### config.mk
export PLATFORM = sky130hd
export DESIGN_NAME = pkt_seq_top
export DESIGN_NICKNAME = d
export VERILOG_FILES = /design/src/rtl/pkt_seq_pkg.sv /design/src/rtl/pkt_seq_regs.sv /design/src/rtl/pkt_seq_cmdfifo.sv /design/src/rtl/pkt_seq_fsm.sv /design/src/rtl/pkt_seq_top.sv
export SDC_FILE = /design/constraint.sdc
export NUM_CORES = 1
export LEC_CHECK = 0
export BUFFER_PORTS_ARGS = -buffer_cell sky130_fd_sc_hd__buf_2
export CAP_MARGIN = 20
export CORE_MARGIN = 2
export CORE_UTILIZATION = 50
export DETAILED_ROUTE_END_ITERATION = 8
export GPL_TIMING_DRIVEN = 0
export PLACE_DENSITY_LB_ADDON = 0.12
export SYNTH_ARGS = -nofsm -noshare
export SYNTH_HDL_FRONTEND = slang
export SYNTH_SLANG_ARGS = --single-unit
### constraint.sdc
create_clock -name clk_i -period 2.4 [get_ports clk_i]
set_input_delay 0 -clock clk_i [delete_from_list [all_inputs] [get_ports clk_i]]
set_output_delay 0 -clock clk_i [all_outputs]
set_load 0.03 [all_outputs]
### src/rtl/pkt_seq_pkg.sv
package pkt_seq_pkg;
  localparam int REG_W = 8;

  typedef enum logic [2:0] {
    ST_IDLE = 3'd0,
    ST_PKT  = 3'd1,
    ST_DATA = 3'd2,
    ST_GAP  = 3'd3,
    ST_HALT = 3'd4,
    ST_CMPL = 3'd5
  } seq_st_e;

  typedef struct packed {
    logic rsv;
    logic unmask;
    logic rpt;
    logic hold;
    logic err;
    logic cmpl_en;
    logic drq_en;
    logic pkt_en;
  } ctrl_t;

  localparam logic [1:0] ADR_CTRL = 2'd0;
  localparam logic [1:0] ADR_STRB = 2'd1;
  localparam logic [1:0] ADR_SIZE = 2'd2;
  localparam logic [1:0] ADR_CNT  = 2'd3;
endpackage

### src/rtl/pkt_seq_regs.sv
module pkt_seq_regs
  import pkt_seq_pkg::*;
#(
  parameter int CNT_W = 8
) (
  input  logic                 clk_i,
  input  logic                 rst_ni,
  input  logic                 we_i,
  input  logic [1:0]           addr_i,
  input  logic [REG_W-1:0]     wdata_i,
  input  logic                 pkt_done_i,
  input  logic                 rearm_i,
  output ctrl_t                ctrl_o,
  output logic [CNT_W-1:0]     pkt_size_o,
  output logic                 flush_o,
  output logic                 clr_o,
  output logic                 cnt_ld_o
);
  ctrl_t ctrl_q;
  logic [CNT_W-1:0] size_q;

  assign flush_o  = we_i && (addr_i == ADR_STRB) && wdata_i[0];
  assign clr_o    = we_i && (addr_i == ADR_STRB) && wdata_i[1];
  assign cnt_ld_o = we_i && (addr_i == ADR_CNT);

  // firmware write wins over sequencer updates in the same cycle
  always_ff @(posedge clk_i or negedge rst_ni) begin
    if (!rst_ni) begin
      ctrl_q <= '0;
    end else if (we_i && addr_i == ADR_CTRL) begin
      ctrl_q     <= ctrl_t'(wdata_i);
      ctrl_q.rsv <= 1'b0;
    end else if (pkt_done_i) begin
      ctrl_q.pkt_en <= 1'b0;
      ctrl_q.rpt    <= 1'b0;
    end else if (rearm_i) begin
      ctrl_q.pkt_en <= ctrl_q.rpt;
    end
  end

  always_ff @(posedge clk_i or negedge rst_ni) begin
    if (!rst_ni)                          size_q <= '0;
    else if (clr_o)                       size_q <= '0;
    else if (we_i && addr_i == ADR_SIZE)  size_q <= wdata_i[CNT_W-1:0];
  end

  assign ctrl_o     = ctrl_q;
  assign pkt_size_o = size_q;
endmodule

### src/rtl/pkt_seq_cmdfifo.sv
module pkt_seq_cmdfifo #(
  parameter int DEPTH = 12,
  parameter int W     = 8,
  localparam int PTR_W = $clog2(DEPTH + 1),
  localparam int IDX_W = $clog2(DEPTH)
) (
  input  logic             clk_i,
  input  logic             rst_ni,
  input  logic             flush_i,
  input  logic             restart_i,
  input  logic             wr_i,
  input  logic [W-1:0]     wdata_i,
  input  logic [IDX_W-1:0] rd_idx_i,
  output logic [W-1:0]     rdata_o,
  output logic [PTR_W-1:0] ptr_o,
  output logic             full_o
);
  localparam logic [IDX_W-1:0] MAX_IDX = IDX_W'(DEPTH - 1);

  logic [PTR_W-1:0] ptr_q;
  logic [W-1:0]     mem_q [DEPTH];
  logic             wr_ok;

  assign full_o = (ptr_q == PTR_W'(DEPTH));
  assign wr_ok  = wr_i && !flush_i && !restart_i && !full_o;

  always_ff @(posedge clk_i or negedge rst_ni) begin
    if (!rst_ni)                  ptr_q <= '0;
    else if (flush_i || restart_i) ptr_q <= '0;
    else if (wr_ok)               ptr_q <= ptr_q + PTR_W'(1);
  end

  for (genvar g = 0; g < DEPTH; g++) begin : g_slot
    always_ff @(posedge clk_i or negedge rst_ni) begin
      if (!rst_ni)                              mem_q[g] <= '0;
      else if (wr_ok && ptr_q == PTR_W'(g))     mem_q[g] <= wdata_i;
    end
  end

  assign rdata_o = (rd_idx_i <= MAX_IDX) ? mem_q[rd_idx_i] : '0;
  assign ptr_o   = ptr_q;
endmodule

### src/rtl/pkt_seq_fsm.sv
module pkt_seq_fsm
  import pkt_seq_pkg::*;
#(
  parameter int CNT_W = 8,
  parameter int DEPTH = 12,
  localparam int PTR_W = $clog2(DEPTH + 1)
) (
  input  logic             clk_i,
  input  logic             rst_ni,
  input  logic             pkt_en_i,
  input  logic             drq_en_i,
  input  logic             cmpl_en_i,
  input  logic             err_i,
  input  logic             hold_i,
  input  logic             unmask_i,
  input  logic [CNT_W-1:0] pkt_size_i,
  input  logic             start_i,
  input  logic             cmd_valid_i,
  input  logic             flush_i,
  input  logic [PTR_W-1:0] ptr_i,
  input  logic             word_i,
  input  logic             dtei_i,
  input  logic             clr_i,
  input  logic             cnt_ld_i,
  input  logic [CNT_W-1:0] ld_val_i,
  output seq_st_e          state_o,
  output logic [CNT_W-1:0] xfer_cnt_o,
  output logic             fifo_wr_o,
  output logic             fifo_restart_o,
  output logic             pkt_done_o,
  output logic             rearm_o,
  output logic             bsy_o,
  output logic             drq_o,
  output logic             chk_o,
  output logic             dtei_flag_o
);
  localparam logic [PTR_W-1:0] LAST = PTR_W'(DEPTH - 1);

  seq_st_e st_q, st_d;
  logic [CNT_W-1:0] cnt_q, blk_q, blk_ld_val;
  logic chk_q, flag_q;
  logic dec, blk_ld, chk_wr, flag_clr;

  assign blk_ld_val = (pkt_size_i == '0 || pkt_size_i > cnt_q) ? cnt_q : pkt_size_i;

  always_comb begin
    st_d = st_q;
    fifo_wr_o = 1'b0; fifo_restart_o = 1'b0;
    pkt_done_o = 1'b0; rearm_o = 1'b0;
    dec = 1'b0; blk_ld = 1'b0; chk_wr = 1'b0; flag_clr = 1'b0;
    if (!hold_i) begin
      unique case (st_q)
        ST_IDLE: if (start_i) begin
          if (pkt_en_i) begin
            st_d = ST_PKT; fifo_restart_o = 1'b1;
          end else if (drq_en_i) begin
            if (cnt_q == '0) begin
              st_d = cmpl_en_i ? ST_CMPL : ST_IDLE; rearm_o = !cmpl_en_i;
            end else begin
              st_d = ST_DATA; blk_ld = 1'b1;
            end
          end
        end
        ST_PKT: begin
          if (!pkt_en_i) st_d = ST_IDLE;
          else if (cmd_valid_i && !flush_i) begin
            fifo_wr_o = 1'b1;
            if (ptr_i == LAST) begin
              st_d = ST_IDLE; pkt_done_o = 1'b1;
            end
          end
        end
        ST_DATA: begin
          if (!drq_en_i) st_d = ST_IDLE;
          else if (dtei_i && unmask_i) st_d = ST_HALT;
          else if (word_i) begin
            dec = 1'b1;
            if (blk_q == CNT_W'(1)) begin
              if (cnt_q == CNT_W'(1)) begin
                st_d = cmpl_en_i ? ST_CMPL : ST_IDLE; rearm_o = !cmpl_en_i;
              end else st_d = ST_GAP;
            end
          end
        end
        ST_GAP: begin
          if (!drq_en_i) st_d = ST_IDLE;
          else begin st_d = ST_DATA; blk_ld = 1'b1; end
        end
        ST_HALT: begin
          if (!drq_en_i) begin st_d = ST_IDLE; flag_clr = 1'b1; end
          else if (!unmask_i) begin st_d = ST_DATA; flag_clr = 1'b1; end
        end
        ST_CMPL: begin
          chk_wr = 1'b1; rearm_o = 1'b1; st_d = ST_IDLE;
        end
        default: st_d = ST_IDLE;
      endcase
    end
  end

  always_ff @(posedge clk_i or negedge rst_ni) begin
    if (!rst_ni) begin
      st_q <= ST_IDLE; cnt_q <= '0; blk_q <= '0; chk_q <= 1'b0; flag_q <= 1'b0;
    end else begin
      st_q <= st_d;
      if (clr_i)         cnt_q <= '0;
      else if (cnt_ld_i) cnt_q <= ld_val_i;
      else if (dec)      cnt_q <= cnt_q - CNT_W'(1);
      if (blk_ld)        blk_q <= blk_ld_val;
      else if (dec)      blk_q <= blk_q - CNT_W'(1);
      if (chk_wr)        chk_q <= err_i;
      flag_q <= (flag_q && !flag_clr) || dtei_i;
    end
  end

  assign state_o     = st_q;
  assign xfer_cnt_o  = cnt_q;
  assign bsy_o       = (st_q == ST_GAP) || (st_q == ST_HALT) || (st_q == ST_CMPL);
  assign drq_o       = (st_q == ST_PKT) || (st_q == ST_DATA);
  assign chk_o       = chk_q;
  assign dtei_flag_o = flag_q;
endmodule

### src/rtl/pkt_seq_top.sv
module pkt_seq_top
  import pkt_seq_pkg::*;
#(
  parameter int CMD_BYTES = 12,
  parameter int CNT_W     = 8,
  localparam int PTR_W = $clog2(CMD_BYTES + 1),
  localparam int IDX_W = $clog2(CMD_BYTES)
) (
  input  logic             clk_i,
  input  logic             rst_ni,
  input  logic             reg_we_i,
  input  logic [1:0]       reg_addr_i,
  input  logic [REG_W-1:0] reg_wdata_i,
  output logic [REG_W-1:0] reg_rdata_o,
  input  logic             start_i,
  input  logic             cmd_valid_i,
  input  logic [7:0]       cmd_byte_i,
  input  logic [IDX_W-1:0] cmd_rd_idx_i,
  output logic [7:0]       cmd_rd_byte_o,
  output logic [PTR_W-1:0] cmd_ptr_o,
  output logic             cmd_full_o,
  input  logic             word_xfer_i,
  input  logic             dtei_i,
  output logic             bsy_o,
  output logic             drq_o,
  output logic             chk_o,
  output logic             dtei_flag_o,
  output logic [2:0]       seq_state_o
);
  ctrl_t            ctrl_q;
  logic [CNT_W-1:0] pkt_size, xfer_cnt;
  logic             flush, clr, cnt_ld, pkt_done, rearm, fifo_wr, fifo_restart;
  seq_st_e          state;

  pkt_seq_regs #(.CNT_W(CNT_W)) u_regs (
    .clk_i, .rst_ni, .we_i(reg_we_i), .addr_i(reg_addr_i), .wdata_i(reg_wdata_i),
    .pkt_done_i(pkt_done), .rearm_i(rearm), .ctrl_o(ctrl_q), .pkt_size_o(pkt_size),
    .flush_o(flush), .clr_o(clr), .cnt_ld_o(cnt_ld)
  );

  pkt_seq_cmdfifo #(.DEPTH(CMD_BYTES), .W(8)) u_fifo (
    .clk_i, .rst_ni, .flush_i(flush), .restart_i(fifo_restart), .wr_i(fifo_wr),
    .wdata_i(cmd_byte_i), .rd_idx_i(cmd_rd_idx_i), .rdata_o(cmd_rd_byte_o),
    .ptr_o(cmd_ptr_o), .full_o(cmd_full_o)
  );

  pkt_seq_fsm #(.CNT_W(CNT_W), .DEPTH(CMD_BYTES)) u_fsm (
    .clk_i, .rst_ni,
    .pkt_en_i(ctrl_q.pkt_en), .drq_en_i(ctrl_q.drq_en), .cmpl_en_i(ctrl_q.cmpl_en),
    .err_i(ctrl_q.err), .hold_i(ctrl_q.hold), .unmask_i(ctrl_q.unmask),
    .pkt_size_i(pkt_size), .start_i, .cmd_valid_i, .flush_i(flush), .ptr_i(cmd_ptr_o),
    .word_i(word_xfer_i), .dtei_i, .clr_i(clr), .cnt_ld_i(cnt_ld),
    .ld_val_i(reg_wdata_i[CNT_W-1:0]), .state_o(state), .xfer_cnt_o(xfer_cnt),
    .fifo_wr_o(fifo_wr), .fifo_restart_o(fifo_restart), .pkt_done_o(pkt_done),
    .rearm_o(rearm), .bsy_o, .drq_o, .chk_o, .dtei_flag_o
  );

  assign seq_state_o = state;

  always_comb begin
    unique case (reg_addr_i)
      ADR_CTRL: reg_rdata_o = ctrl_q;
      ADR_SIZE: reg_rdata_o = REG_W'(pkt_size);
      ADR_CNT:  reg_rdata_o = REG_W'(xfer_cnt);
      default:  reg_rdata_o = '0;
    endcase
  end
endmodule

* Word level (Yosys, flattened, before mapping)
Index checks and enable logic that the tools add are counted.
** Operators by class
- Eq/ne operators :: 29
- Mux-type cells :: 79
- Add/sub/neg operators :: 3
- Bitwise operators :: 2
- Reductions and logical operators :: 47
- $lt $le $gt $ge :: 3
** Operators with widths (number)
- two-way mux 8 bit :: 11
- two-way mux 1 bit :: 45
- two-way mux 3 bit :: 15
- binary-select mux 8 bit (select 4 bit) :: 1
- logical AND 1 bit :: 24
- one-hot mux 8 bit (3 select lines) :: 1
- == test 4 bit (second input constant) :: 5
- == test 4 x 3 -> 1 bit (second input constant) :: 4
- == test 8 x 1 -> 1 bit (second input constant) :: 2
- zero test 8 bit :: 2
- subtractor 8 x 1 -> 8 bit (second input constant) :: 2
- one-hot mux 3 bit (5 select lines) :: 1
- != test 3 bit (second input constant) :: 3
- == test 4 x 2 -> 1 bit (second input constant) :: 2
- greater-than comparator 8 bit :: 1
- two-way mux 4 bit :: 2
- AND reduction 8 bit :: 1
- nonzero test 2 bit :: 4
- == test 3 x 2 -> 1 bit (second input constant) :: 2
- == test 3 bit (second input constant) :: 2
- logical OR 1 bit :: 6
- nonzero test 3 bit :: 2
- greater-or-equal comparator 5 bit (second input constant) :: 1
- zero test 1 bit :: 5
- 18 further kinds :: 19
** Storage, ports and cells
- Input port bits :: 29
- Word-level logic and storage cells :: 189
- Register bits :: 136
- Output and inout port bits :: 28

* Longest topological paths before layout
Gate-level depths: netlist of the first run.
- Word-level depth :: 14
- Depth in mapped cells :: 8
- Depth with buffers taken out :: 7

* Hierarchy
A second synthesis of the first run with hierarchy kept.
** Unflattened totals
- Cells, all modules :: 607
- Area total of the unflattened synthesis :: 7462.2 µm²
** By module, submodules not included
- pkt_seq_cmdfifo :: instances 1, area each 4682.0 µm², cells an instance 306, seq. area each 2502.4 µm²
- pkt_seq_fsm :: instances 1, area each 1864.3 µm², cells an instance 220, seq. area each 525.5 µm²
- pkt_seq_regs :: instances 1, area each 729.4 µm², cells an instance 62, seq. area each 375.4 µm²
- pkt_seq_top :: instances 1, area each 186.4 µm², cells an instance 19, seq. area each 0.0 µm²

* Least setup slack after synthesis of the first run
No wires, ideal clock.
- Path type :: register to register
- Start point :: reg u_fifo.ptr_q[0] (netlist: u_fifo.ptr_o[0])
- End point :: reg u_fifo.mem_q[83] (netlist bit)
- Stages on the path, launching flop included :: 8
- Path slack :: -0.130 ns
- Required time :: 2.272 ns
- Arrival time :: 2.402 ns
- Buffers on the path :: 1
- Clock period less this slack :: 2.530 ns
- Setup time :: 0.128 ns
- Cell sequence :: dfrtp_1 inv_1 ha_1 and3_1 nand4b_4 or4b_1 buf_2 mux2_1
** Between the ends
- Cells in the longest elaborated chain, start to end :: 4
- Elaborated cells between the ends (all ways) :: 5
- Those cells by class :: 2 x eq/ne; 3 x reduce/logical
** RTL lines
- start, declared :: RTL line pkt_seq_cmdfifo.sv:20 : logic [PTR_W-1:0] ptr_q;
- start signal, assigned :: RTL line pkt_seq_cmdfifo.sv:30 : else if (wr_ok) ptr_q <= ptr_q + PTR_W'(1);
- == test 4 bit :: RTL line pkt_seq_cmdfifo.sv:24 : assign full_o = (ptr_q == PTR_W'(DEPTH));
- named net cmd_full_o :: RTL line pkt_seq_top.sv:21 : output logic cmd_full_o,
- zero test 1 bit :: RTL line pkt_seq_cmdfifo.sv:25 : assign wr_ok = wr_i && !flush_i && !restart_i && !full_o;
- logical AND 1 bit :: RTL line pkt_seq_cmdfifo.sv:25
- logical AND 1 bit :: RTL line pkt_seq_cmdfifo.sv:36 : else if (wr_ok && ptr_q == PTR_W'(g)) mem_q[g] <= wdata_i;
- end signal, assigned by index :: RTL line pkt_seq_cmdfifo.sv:36
- end, declared :: RTL line pkt_seq_cmdfifo.sv:21 : logic [W-1:0] mem_q [DEPTH];
The timed path passes the listed nets, and every way through them passes these cells.
A chain may end at the register's enable or synchronous reset.

* Worst setup path in the final report of the first run
- Start point :: reg u_fsm.st_q[2] (netlist: u_fsm.state_o[2])
- End point :: reg u_fifo.mem_q[28] (netlist bit)
** Between the ends
- Cells in the longest elaborated chain, start to end :: 7
- Elaborated cells between the ends (all ways) :: 11
- Those cells by class :: 1 x eq/ne; 4 x mux; 6 x reduce/logical
** RTL lines
- start, declared :: RTL line pkt_seq_fsm.sv:39 : seq_st_e st_q, st_d;
- start signal, assigned :: RTL line pkt_seq_fsm.sv:105 : st_q <= st_d;
- == test 3 x 1 -> 1 bit / zero test 3 bit (equally long branches) :: RTL line pkt_seq_fsm.sv:52 : unique case (st_q)
- two-way mux 1 bit :: RTL line pkt_seq_fsm.sv:52
- two-way mux 1 bit :: RTL line pkt_seq_fsm.sv:51 : if (!hold_i) begin
- logical AND 1 bit / zero test 1 bit (equally long branches) :: RTL line pkt_seq_cmdfifo.sv:25
- logical AND 1 bit * (2 in series) :: RTL line pkt_seq_cmdfifo.sv:25
- logical AND 1 bit * :: RTL line pkt_seq_cmdfifo.sv:36
Every way passes the cells marked *; elsewhere a longest branch is shown, timed or not.

==> impl_metrics.yaml, run 1 <==
floorplanning:
  fp-row-count: 44
  die_h_um: 124
  io_pins: 57
  fp.dieArea_mm2: 0.0155
  core_mm2: 0.0144
  die-width_um: 124
  initial_core_util_pct: 50.5
synth:
  yosys_warnings: 0
  synth_cells: 594
  synth_edf_count: 0
  synth-main-ff-cell: "dfrtp_1"
  synth-seq-cells: 136
  seq_area_frac_synth_pct: 46.9
  synth.distinct_cells: 61
  synth_nets: 640
  syn_area_mm2: 0.00725
  synth.avg_cell_area_um2: 12.2
  async_flop_share_pct: 100
timing:
  setup_viol: 0
  tightest_slew_ns: 0.785
  period_needed_ns: 2.35
  hold_violations: 0
  fin_crit_sh_pct: 97.8
  clock_skew_ns: 0.0107
  rsz0062_at_grt: "true"
  relSlewSlack_pct: 47.6
  fmax_ghz: 0.426
  drv_slew: 0
  tns_ns: 0
clocking:
  clkSinkCount: 136
  cts_root_buffer: "clkbuf_16"
  cts_buffer_depth: 2
  path_clk_slew_ns: 0.05
  htree_levels: 4
  cts_tree: "built"
  cts_buffers: 17
  insertion_delay_ns: 0.42
finish:
  drive_gt1_share_pct: 34.6
  final_cell_area_mm2: 0.00876
  antennaDiodeCount: 0
  area_growth_pct: 20.8
  fin_nets: 735
  final.fill_count: 1161
  utilization_pct: 61.0
placed_design:
  dpl_cell_area_mm2: 0.00778
  dp_hpwl_um: 12600
  place.gp.congestion: 0.959
  place.port_buffers: 52
power:
  ir_drop_mv: 0.585
  power_density_mw_per_mm2: 822
  p_leak_uw: 0.00412
global_routing:
  grt_usage_pct: 24.0
  overflow: 0
  grt_antenna_before_repair: 0
  grt_pass1_wl_um: 29100
  grt_pass1_vias: 5354
  grt_max_degree: 83
route:
  finalWirelength_um: 17900
  drtIter0Drc: 407
  ant_nets: 0
  first_pass_iters: 5
  wire_per_inst_um: 20.2
  avgViaCountPerCell: 5.94
  vias: 5264
  detail_route.drc_violations: 0
worst_setup_path:
  cp-end-kind: "flop"
  crit_fanout: 10
  startpoint_type: "flop"
  crit_type: "reg2reg"
  worstPathArrival_ns: 2.65
  cp.required_ns: 2.70
flow_run:
  cap_violations: 0
hold_path:
  min_path_type: "in2reg"
run_status:
  status: "completed"
## worst paths after layout
path	start	to	slack [ns]	cells after the start
hold / removal	start_i	u_fsm.state_o[2]$_DFFE_PN0P_	0.05	3
setup / recovery	u_fsm.state_o[2]$_DFFE_PN0P_	u_fifo.mem_q[28]$_DFFE_PN0P_	0.05	5
hold reg to reg	u_fsm.dtei_flag_o$_DFF_PN0_	u_fsm.dtei_flag_o$_DFF_PN0_	0.48	1
setup reg to reg	u_fsm.state_o[2]$_DFFE_PN0P_	u_fifo.mem_q[28]$_DFFE_PN0P_	0.05	5
min in group asynchronous	rst_ni	u_fsm.blk_q[1]$_DFFE_PN0P_	0.22	2
max in group asynchronous	rst_ni	u_regs.ctrl_o[5]$_DFFE_PN0P_	1.44	3
## cells by family after synthesis
kind of cell / after synthesis / share of synthesized area (%)
flip-flops: 136 / 46.9
XOR/XNOR: 14 / 1.69
adder cells (fa/ha/maj): 17 / 2.93
multiplexers: 151 / 26.8
AND/OR/NAND/NOR: 144 / 11.5
AO/OA/AOI/OAI: 71 / 6.92
buffers and inverters: 61 / 3.26
## sequential cells by signal (all words and copies together) (netlist names)
| name | cells |
|---|---|
| u_fifo.mem_q | 96 |
| u_fsm.state_o | 3 |
| u_fsm.blk_q | 8 |
| u_fifo.ptr_o | 4 |
| u_fsm.dtei_flag_o | 1 |
| u_regs.ctrl_o | 7 |
| u_fsm.xfer_cnt_o | 8 |
| u_fsm.chk_o | 1 |
| u_regs.pkt_size_o | 8 |
## cells in the final DEF (no fill, tap or decap), drive strengths merged, types with 2 or more instances in the layout
master       count
nor2b            8
clkinvlp         3
and4bb           2
or4bb            2
a211oi           9
mux2           103
nor2            33
a21o             3
mux2i           24
buf             69
o22ai            9
bufinv           4
nand3            7
and3             4
nand4b           6
mux4            24
clkbuf          47
a221o            8
dlygate4sd3     18
or2              2
and2             3
ha              17
xor2             4
or4              4
o31ai            3
nor3            11
nand4            8
inv             25
dfrtp          136
nor3b            4
nand2b           5
o31a             2
nor4             2
xnor2           10
or3              6
clkinv           3
nand2           29
a21oi           11
o21ai           14
nand3b           3
## where the power goes
group	switching, uW	internal, uW
logic	841	653
registers	299	2530
clock network	998	1880
## Yosys cell counts (2+ instances only)
| master | count | area, um2 |
|---|---|---|
| clkbuf_1 | 26 | 97.6 |
| xnor2_1 | 10 | 87.6 |
| nor2b_1 | 8 | 50.1 |
| o31ai_1 | 3 | 22.5 |
| buf_1 | 4 | 15.0 |
| and2_1 | 3 | 18.8 |
| nand2b_1 | 5 | 31.3 |
| ha_1 | 17 | 213 |
| dfrtp_1 | 136 | 3400 |
| nor4_1 | 2 | 12.5 |
| mux2_2 | 101 | 1140 |
| inv_1 | 25 | 93.8 |
| nor3b_1 | 4 | 30.0 |
| nand2_1 | 29 | 109 |
| nand4b_1 | 5 | 43.8 |
| nor3_1 | 7 | 35.0 |
| o22ai_1 | 9 | 56.3 |
| o31a_1 | 2 | 17.5 |
| a221o_1 | 8 | 80.1 |
| mux2_1 | 2 | 22.5 |
| mux4_2 | 24 | 541 |
| nor2_1 | 33 | 124 |
| o21ai_0 | 14 | 70.1 |
| nand3_1 | 7 | 35.0 |
| xor2_1 | 4 | 35.0 |
| a211oi_1 | 9 | 67.6 |
| or4bb_1 | 2 | 22.5 |
| a21oi_1 | 11 | 55.1 |
| and4bb_2 | 2 | 25.0 |
| buf_2 | 6 | 30.0 |
| nand3b_1 | 3 | 22.5 |
| nor3_2 | 4 | 40.0 |
| nand4_1 | 8 | 50.1 |
| or3_1 | 4 | 25.0 |
| and3_1 | 4 | 25.0 |
| or4_1 | 3 | 22.5 |
| a21o_1 | 3 | 22.5 |
| mux2i_1 | 24 | 240 |
## critical path, stage by stage, from the launching register on
cell and delay (ns):
dfrtp_1 0.47, and4bb_4 0.44, nand3_1 0.15, nor3b_1 0.40, nand2_1 0.38, mux2_2 0.38
## layout make-up
class                           instances  area (um2)  area share, %
Buffer                                 34         146           1.67
Clock inverter                         10         165           1.89
Clock buffer                           22         494           5.64
Timing Repair Buffer                   78         552           6.30
Multi-Input combinational cell        397        3670           41.9
Inverter                               25        93.8           1.07
Tap cell                              184         230           2.63
Sequential cell                       136        3410           38.9
## metal layers
layer / global-route usage [%] / wire [um] / vias up
li1: - / - / 2385
met1: 35.9 / 8420 / 2689
met2: 35.2 / 8150 / 169
met3: 4.77 / 1040 / 21
met4: 8.13 / 253 / 0
met5: 0 / 0 / -
## stage by stage
step | setup slack (ns) | hold WS (ns) | std cells | total power (uW)
3_3_place_gp | -0.693 | 0.225 | 830 | 4230
3_5_place_dp | -0.139 | 0.113 | 831 | 4280
6_report | 0.0521 | 0.0533 | 886 | 7200
5_1_grt | -0.0607 | 0.117 | 886 | 7530
2_1_floorplan | 0.0273 | -0.296 | 594 | 3800
4_1_cts | -0.154 | 0.0515 | 881 | 7190
## repair_timing
| action | CTS | global route |
|---|---|---|
| cloned | 0 | 0 |
| gates resized for setup | 1 | 16 |
| hold buffers | 18 | 0 |
| buffers inserted | 0 | 7 |
| pin swaps | 0 | 3 |
| endpoints found under the hold margin | 121 | 0 |
| setup endpoints to repair | 32 | 96 |
(Power assumes the default switching activity.)
==> run 2, diff against run 1 <==
--- a/config.mk
+++ b/config.mk
@@ -8,7 +8,7 @@
 export BUFFER_PORTS_ARGS = -buffer_cell sky130_fd_sc_hd__buf_2
 export CAP_MARGIN = 20
 export CORE_MARGIN = 2
-export CORE_UTILIZATION = 50
+export CORE_UTILIZATION = 49
 export DETAILED_ROUTE_END_ITERATION = 8
 export GPL_TIMING_DRIVEN = 0
 export PLACE_DENSITY_LB_ADDON = 0.12
==> constraint.sdc (replaced) <==
create_clock -name clk_i -period 2.3 [get_ports clk_i]
set_input_delay 0 -clock clk_i [delete_from_list [all_inputs] [get_ports clk_i]]
set_output_delay 0 -clock clk_i [all_outputs]
set_load 0.03 [all_outputs]
==> run 2 against run 1 <==
  * Maximum frequency up 4.1%
  * Cell count up 0.90%
  * Flip-flop and latch count unchanged
  * Design area up 0.99%
  * Register-to-register slack about the same
  * First-iteration DRC count up 11%
  * Utilization up 0.13 points
  * Via count down 0.17%
  * Non-clock buffer count up 8
  * Power up 3.1%
  * Largest power group is now registers
==> impl_metrics.yaml, run 2 (synthesis gave the netlist of run 1 again) <==
run_status:
  status: "completed"
timing:
  fin_crit_sh_pct: 98.1
  relSlewSlack_pct: 43.9
  fmax_ghz: 0.443
  drv_slew: 0
  setup_viol: 0
  hold_violations: 0
  tightest_slew_ns: 0.841
  clock_skew_ns: 0.00860
  tns_ns: 0
  fin_ws_ns: 0.0437
  period_needed_ns: 2.26
  holdWs_ns: 0.0389
finish:
  most-common-layout-cells: "dfrtp_1 (133), mux2_2 (101), buf_2 (57), nor2_1 (33)"
  layout.cells.most_common: "dfrtp_1"
  fin_nets: 743
  regMostFlops: "u_fifo.mem_q"
  largest_reg_flops: 96
  drive_gt1_share_pct: 36.8
  antennaDiodeCount: 0
  area_growth_pct: 22.0
  utilization_pct: 61.1
floorplanning:
  fp.dieArea_mm2: 0.0158
  initial_core_util_pct: 50.1
  fp-row-count: 44
  io_pins: 57
  die-width_um: 126
  die_h_um: 126
  core_mm2: 0.0145
worst_setup_path:
  path_buf_inv: 1
  worstPathArrival_ns: 2.55
  cp_top_family: "simple AND/OR/NAND/NOR gates"
  crit_type: "reg2reg"
  cp.required_ns: 2.60
  cp_cell_sequence: "and4bb_4, nand4b_4, or4b_1, buf_4, mux2_1"
  critPathMaxStageDelay_ns: 0.52
  crit_slowest_cell: "or4b_1"
  startpoint_type: "flop"
  cp-end-kind: "flop"
  crit_fanout: 10
global_routing:
  grt_pass1_vias: 5320
  grt_pass1_wl_um: 28800
  grt_antenna_before_repair: 0
  grt_usage_pct: 23.5
  grt_max_degree: 105
  overflow: 0
route:
  detail_route.drc_violations: 0
  avgViaCountPerCell: 5.88
  drtIter0Drc: 452
  finalWirelength_um: 17900
  first_pass_iters: 5
  wire_per_inst_um: 20.1
  ant_nets: 0
  vias: 5255
power:
  p_leak_uw: 0.00418
  ir_drop_mv: 0.544
  power_density_mw_per_mm2: 839
clocking:
  cts_buffers: 17
  insertion_delay_ns: 0.42
  cts_buffer_depth: 2
  cts_root_buffer: "clkbuf_16"
  clkSinkCount: 136
  path_clk_slew_ns: 0.06
  htree_levels: 4
  cts_tree: "built"
placed_design:
  preCtsSetupSlack_ns: -0.311
  place.gp.congestion: 0.918
  place.port_buffers: 52
  dp_hpwl_um: 12500
hold_path:
  min_path_type: "in2async"
flow_run:
  cap_violations: 0
run 2: timing repair:
| item | in CTS | in global routing |
|---|---|---|
| endpoints found under the hold margin | 176 | 0 |
| setup endpoints to repair | 82 | 87 |
| resized for setup | 16 | 11 |
| buffers inserted | 8 | 7 |
| pin swaps | 3 | 7 |
| hold buffers | 18 | 0 |
| cloned | 0 | 0 |
run 2: final timing paths:
kind                                              start  slack (ns)                            to  cells after the start
max in group asynchronous                        rst_ni        1.45   u_fifo.ptr_o[0]$_DFFE_PN0P_                      3
hold reg to reg             u_fsm.dtei_flag_o$_DFF_PN0_        0.47   u_fsm.dtei_flag_o$_DFF_PN0_                      1
setup / recovery           u_fsm.state_o[2]$_DFFE_PN0P_        0.04  u_fifo.mem_q[83]$_DFFE_PN0P_                      5
setup reg to reg           u_fsm.state_o[2]$_DFFE_PN0P_        0.04  u_fifo.mem_q[83]$_DFFE_PN0P_                      5
min in group clk_i                              start_i        0.05  u_fsm.state_o[2]$_DFFE_PN0P_                      3
hold / removal                                   rst_ni        0.04       u_fsm.chk_o$_DFFE_PN0P_                      2
run 2: layer usage:
metal | global-route usage [%] | vias up | wire [um]
met5 | 0 | - | 0
met1 | 34.7 | 2697 | 8680
met3 | 5.31 | 27 | 714
met2 | 35.2 | 121 | 8310
met4 | 6.27 | 0 | 243
li1 | - | 2410 | -
run 2: final cells by class:
cell class | count | area, um2
tap | 184 | 230
inverter | 25 | 93.8
sequential | 136 | 3410
fill | 1179 | 5630
buffer | 34 | 144
timing repair buffer | 86 | 637
clock buffer | 19 | 453
clock inverter | 13 | 175
multi-input combinational | 397 | 3710
run 2: through the flow:
| stage | instance area, um2 | total power (uW) | instances |
|---|---|---|---|
| 3_5_place_dp | 7780 | 4470 | 831 |
| 3_3_place_gp | 7750 | 4410 | 830 |
| 4_1_cts | 8740 | 7420 | 889 |
| 6_report | 8850 | 7420 | 894 |
| 2_1_floorplan | 7260 | 3970 | 594 |
| 5_1_grt | 8850 | 7770 | 894 |
run 2: power by group:
group	internal [uW]	total (uW)	leakage [uW]	switching, uW
clock	1860	2880	0.000313	1020
sequential	2640	2950	0.00183	306
combinational	700	1590	0.00203	891
==> run 3, diff against run 2 <==
--- a/config.mk
+++ b/config.mk
@@ -7,11 +7,10 @@
 export LEC_CHECK = 0
 export BUFFER_PORTS_ARGS = -buffer_cell sky130_fd_sc_hd__buf_2
 export CAP_MARGIN = 20
-export CORE_MARGIN = 2
 export CORE_UTILIZATION = 49
 export DETAILED_ROUTE_END_ITERATION = 8
 export GPL_TIMING_DRIVEN = 0
-export PLACE_DENSITY_LB_ADDON = 0.12
+export PLACE_DENSITY = 0.67
 export SYNTH_ARGS = -nofsm -noshare
 export SYNTH_HDL_FRONTEND = slang
 export SYNTH_SLANG_ARGS = --single-unit
==> run 3 against run 2 <==
  * Sequential share of layout area grew 0.72 points
  * Cell count shrank 1.1%
  * Clock power shrank 5%
  * Maximum frequency grew 1.0%
  * Clock skew is essentially flat
  * Hold slack gained 0.0041 ns
  * Clock-buffer cell count is the same
  * Flip-flop and latch count is the same
  * Routed wire length shrank 2.4%
  * Critical path type unchanged
  * Critical endpoint unchanged
  * Highest routed layer unchanged
==> impl_metrics.yaml, run 3 (synthesis gave the netlist of run 1 again) <==
run_status:
  status: "completed"
timing:
  relSlewSlack_pct: 52.2
  clock_skew_ns: 0.00827
  fin_ws_ns: 0.0666
  hold_violations: 0
  setup_viol: 0
  fmax_ghz: 0.448
  drv_slew: 0
  tightest_slew_ns: 0.717
  fin_crit_sh_pct: 97.1
  tns_ns: 0
  period_needed_ns: 2.23
floorplanning:
  die-width_um: 124
  fp-row-count: 44
  die_h_um: 124
  initial_core_util_pct: 50.1
  fp.dieArea_mm2: 0.0153
  io_pins: 57
  core_mm2: 0.0145
global_routing:
  overflow: 0
  grt_max_degree: 104
  grt_pass1_vias: 5237
  grt_usage_pct: 24.5
  grt_pass1_wl_um: 28000
  grt_antenna_before_repair: 0
route:
  drtIter0Drc: 303
  finalWirelength_um: 17500
  ant_nets: 0
  detail_route.drc_violations: 0
  vias: 5256
  wire_per_inst_um: 19.8
  avgViaCountPerCell: 5.95
  first_pass_iters: 5
placed_design:
  place.gp.congestion: 0.883
  dpl_cell_area_mm2: 0.00778
  place.port_buffers: 52
  dp_hpwl_um: 12200
  preCtsSetupSlack_ns: -0.150
power:
  p_leak_uw: 0.00409
  ir_drop_mv: 0.563
  finalPower_uw: 7260
  power_density_mw_per_mm2: 836
worst_setup_path:
  crit_type: "reg2reg"
  startpoint_type: "flop"
  crit_fanout: 8
  worstPathArrival_ns: 2.52
  cp.required_ns: 2.59
  cp-end-kind: "flop"
clocking:
  insertion_delay_ns: 0.41
  cts_tree: "built"
  htree_levels: 4
  cts_buffers: 17
  cts_buffer_depth: 2
  clkSinkCount: 136
  path_clk_slew_ns: 0.06
  cts_root_buffer: "clkbuf_16"
hold_path:
  min_path_type: "in2async"
flow_run:
  cap_violations: 0
finish:
  layout.cells.most_common: "dfrtp_1"
  most-common-layout-cells: "dfrtp_1 (132), mux2_2 (101), buf_2 (56), nor2_1 (33), nand2_1 (26)"
  fin_nets: 733
  final.fill_count: 1180
  final_cell_area_mm2: 0.00869
  largest_reg_flops: 96
  area_growth_pct: 19.8
  regMostFlops: "u_fifo.mem_q"
  drive_gt1_share_pct: 35.4
  antennaDiodeCount: 0
run 3: cell types whose count changed in the layout (fill, tap and decap cells not counted), sizes merged:
cell | previous run | this run
clkinv | 7 | 6
clkbuf | 41 | 43
clkinvlp | 1 | 4
buf | 80 | 68
inv | 26 | 25
bufinv | 4 | 3
run 3: where the power goes:
group	switching, uW	internal (uW)	total (uW)
Sequential	316	2640	2960
Combinational	884	689	1570
Clock	1010	1720	2730
Total	2210	5050	7260
run 3: timing repair:
action / 4_1_cts / 5_1_grt
hold endpoints to repair: 176 / 0
setup endpoints to repair: 46 / 93
setup buffers: 1 / 4
pin swaps: 1 / 5
hold buffers: 18 / 0
gates resized for setup: 4 / 21
run 3: final cells by class:
cell class	instances	area, um2	area share (%)
clock buffers	19	443	5.10
plain buffers	34	144	1.66
multi-input cells	397	3690	42.5
well taps	184	230	2.65
clock inverters	13	154	1.77
repair buffers	76	524	6.03
inverters	25	93.8	1.08
flip-flops and latches	136	3410	39.2
run 3: routing by layer:
layer	up-vias	GRT usage (%)	wire, um
met5	-	0	0
met4	0	8.43	237
met3	23	4.67	696
met2	155	39.9	8760
met1	2698	32.7	7820
li1	2380	-	-
run 3: path summary, 6_finish.rpt:
kind	slack, ns	cells after the start	from	end
worst max-delay path	0.07	7	u_fifo.ptr_o[1]$_DFFE_PN0P_	u_fifo.mem_q[83]$_DFFE_PN0P_
worst max register to register	0.07	7	u_fifo.ptr_o[1]$_DFFE_PN0P_	u_fifo.mem_q[83]$_DFFE_PN0P_
worst min-delay path	0.04	2	rst_ni	u_fifo.mem_q[53]$_DFFE_PN0P_
worst min register to register	0.50	1	u_fifo.mem_q[10]$_DFFE_PN0P_	u_fifo.mem_q[10]$_DFFE_PN0P_
min in group clk_i	0.06	3	start_i	u_fsm.state_o[2]$_DFFE_PN0P_
max in group asynchronous	1.43	3	rst_ni	u_fsm.xfer_cnt_o[2]$_DFFE_PN0P_
run 3: stage by stage:
step                      utilization [%]  hold WS (ns)  std cells
after floorplan                         -        -0.296        594
after detailed placement             53.8       -0.0775        831
final                                60.0        0.0431        884
after global placement               53.5         0.221        830
after CTS                            59.3        0.0401        881
after global routing                 60.0        0.0677        884
run 3: critical path, stage by stage, from the launching register on:
cell,delay (ns)
dfrtp_2,0.40
inv_1,0.08
ha_2,0.20
and3_4,0.20
nand4b_4,0.20
or4b_1,0.50
buf_4,0.19
mux2_1,0.31
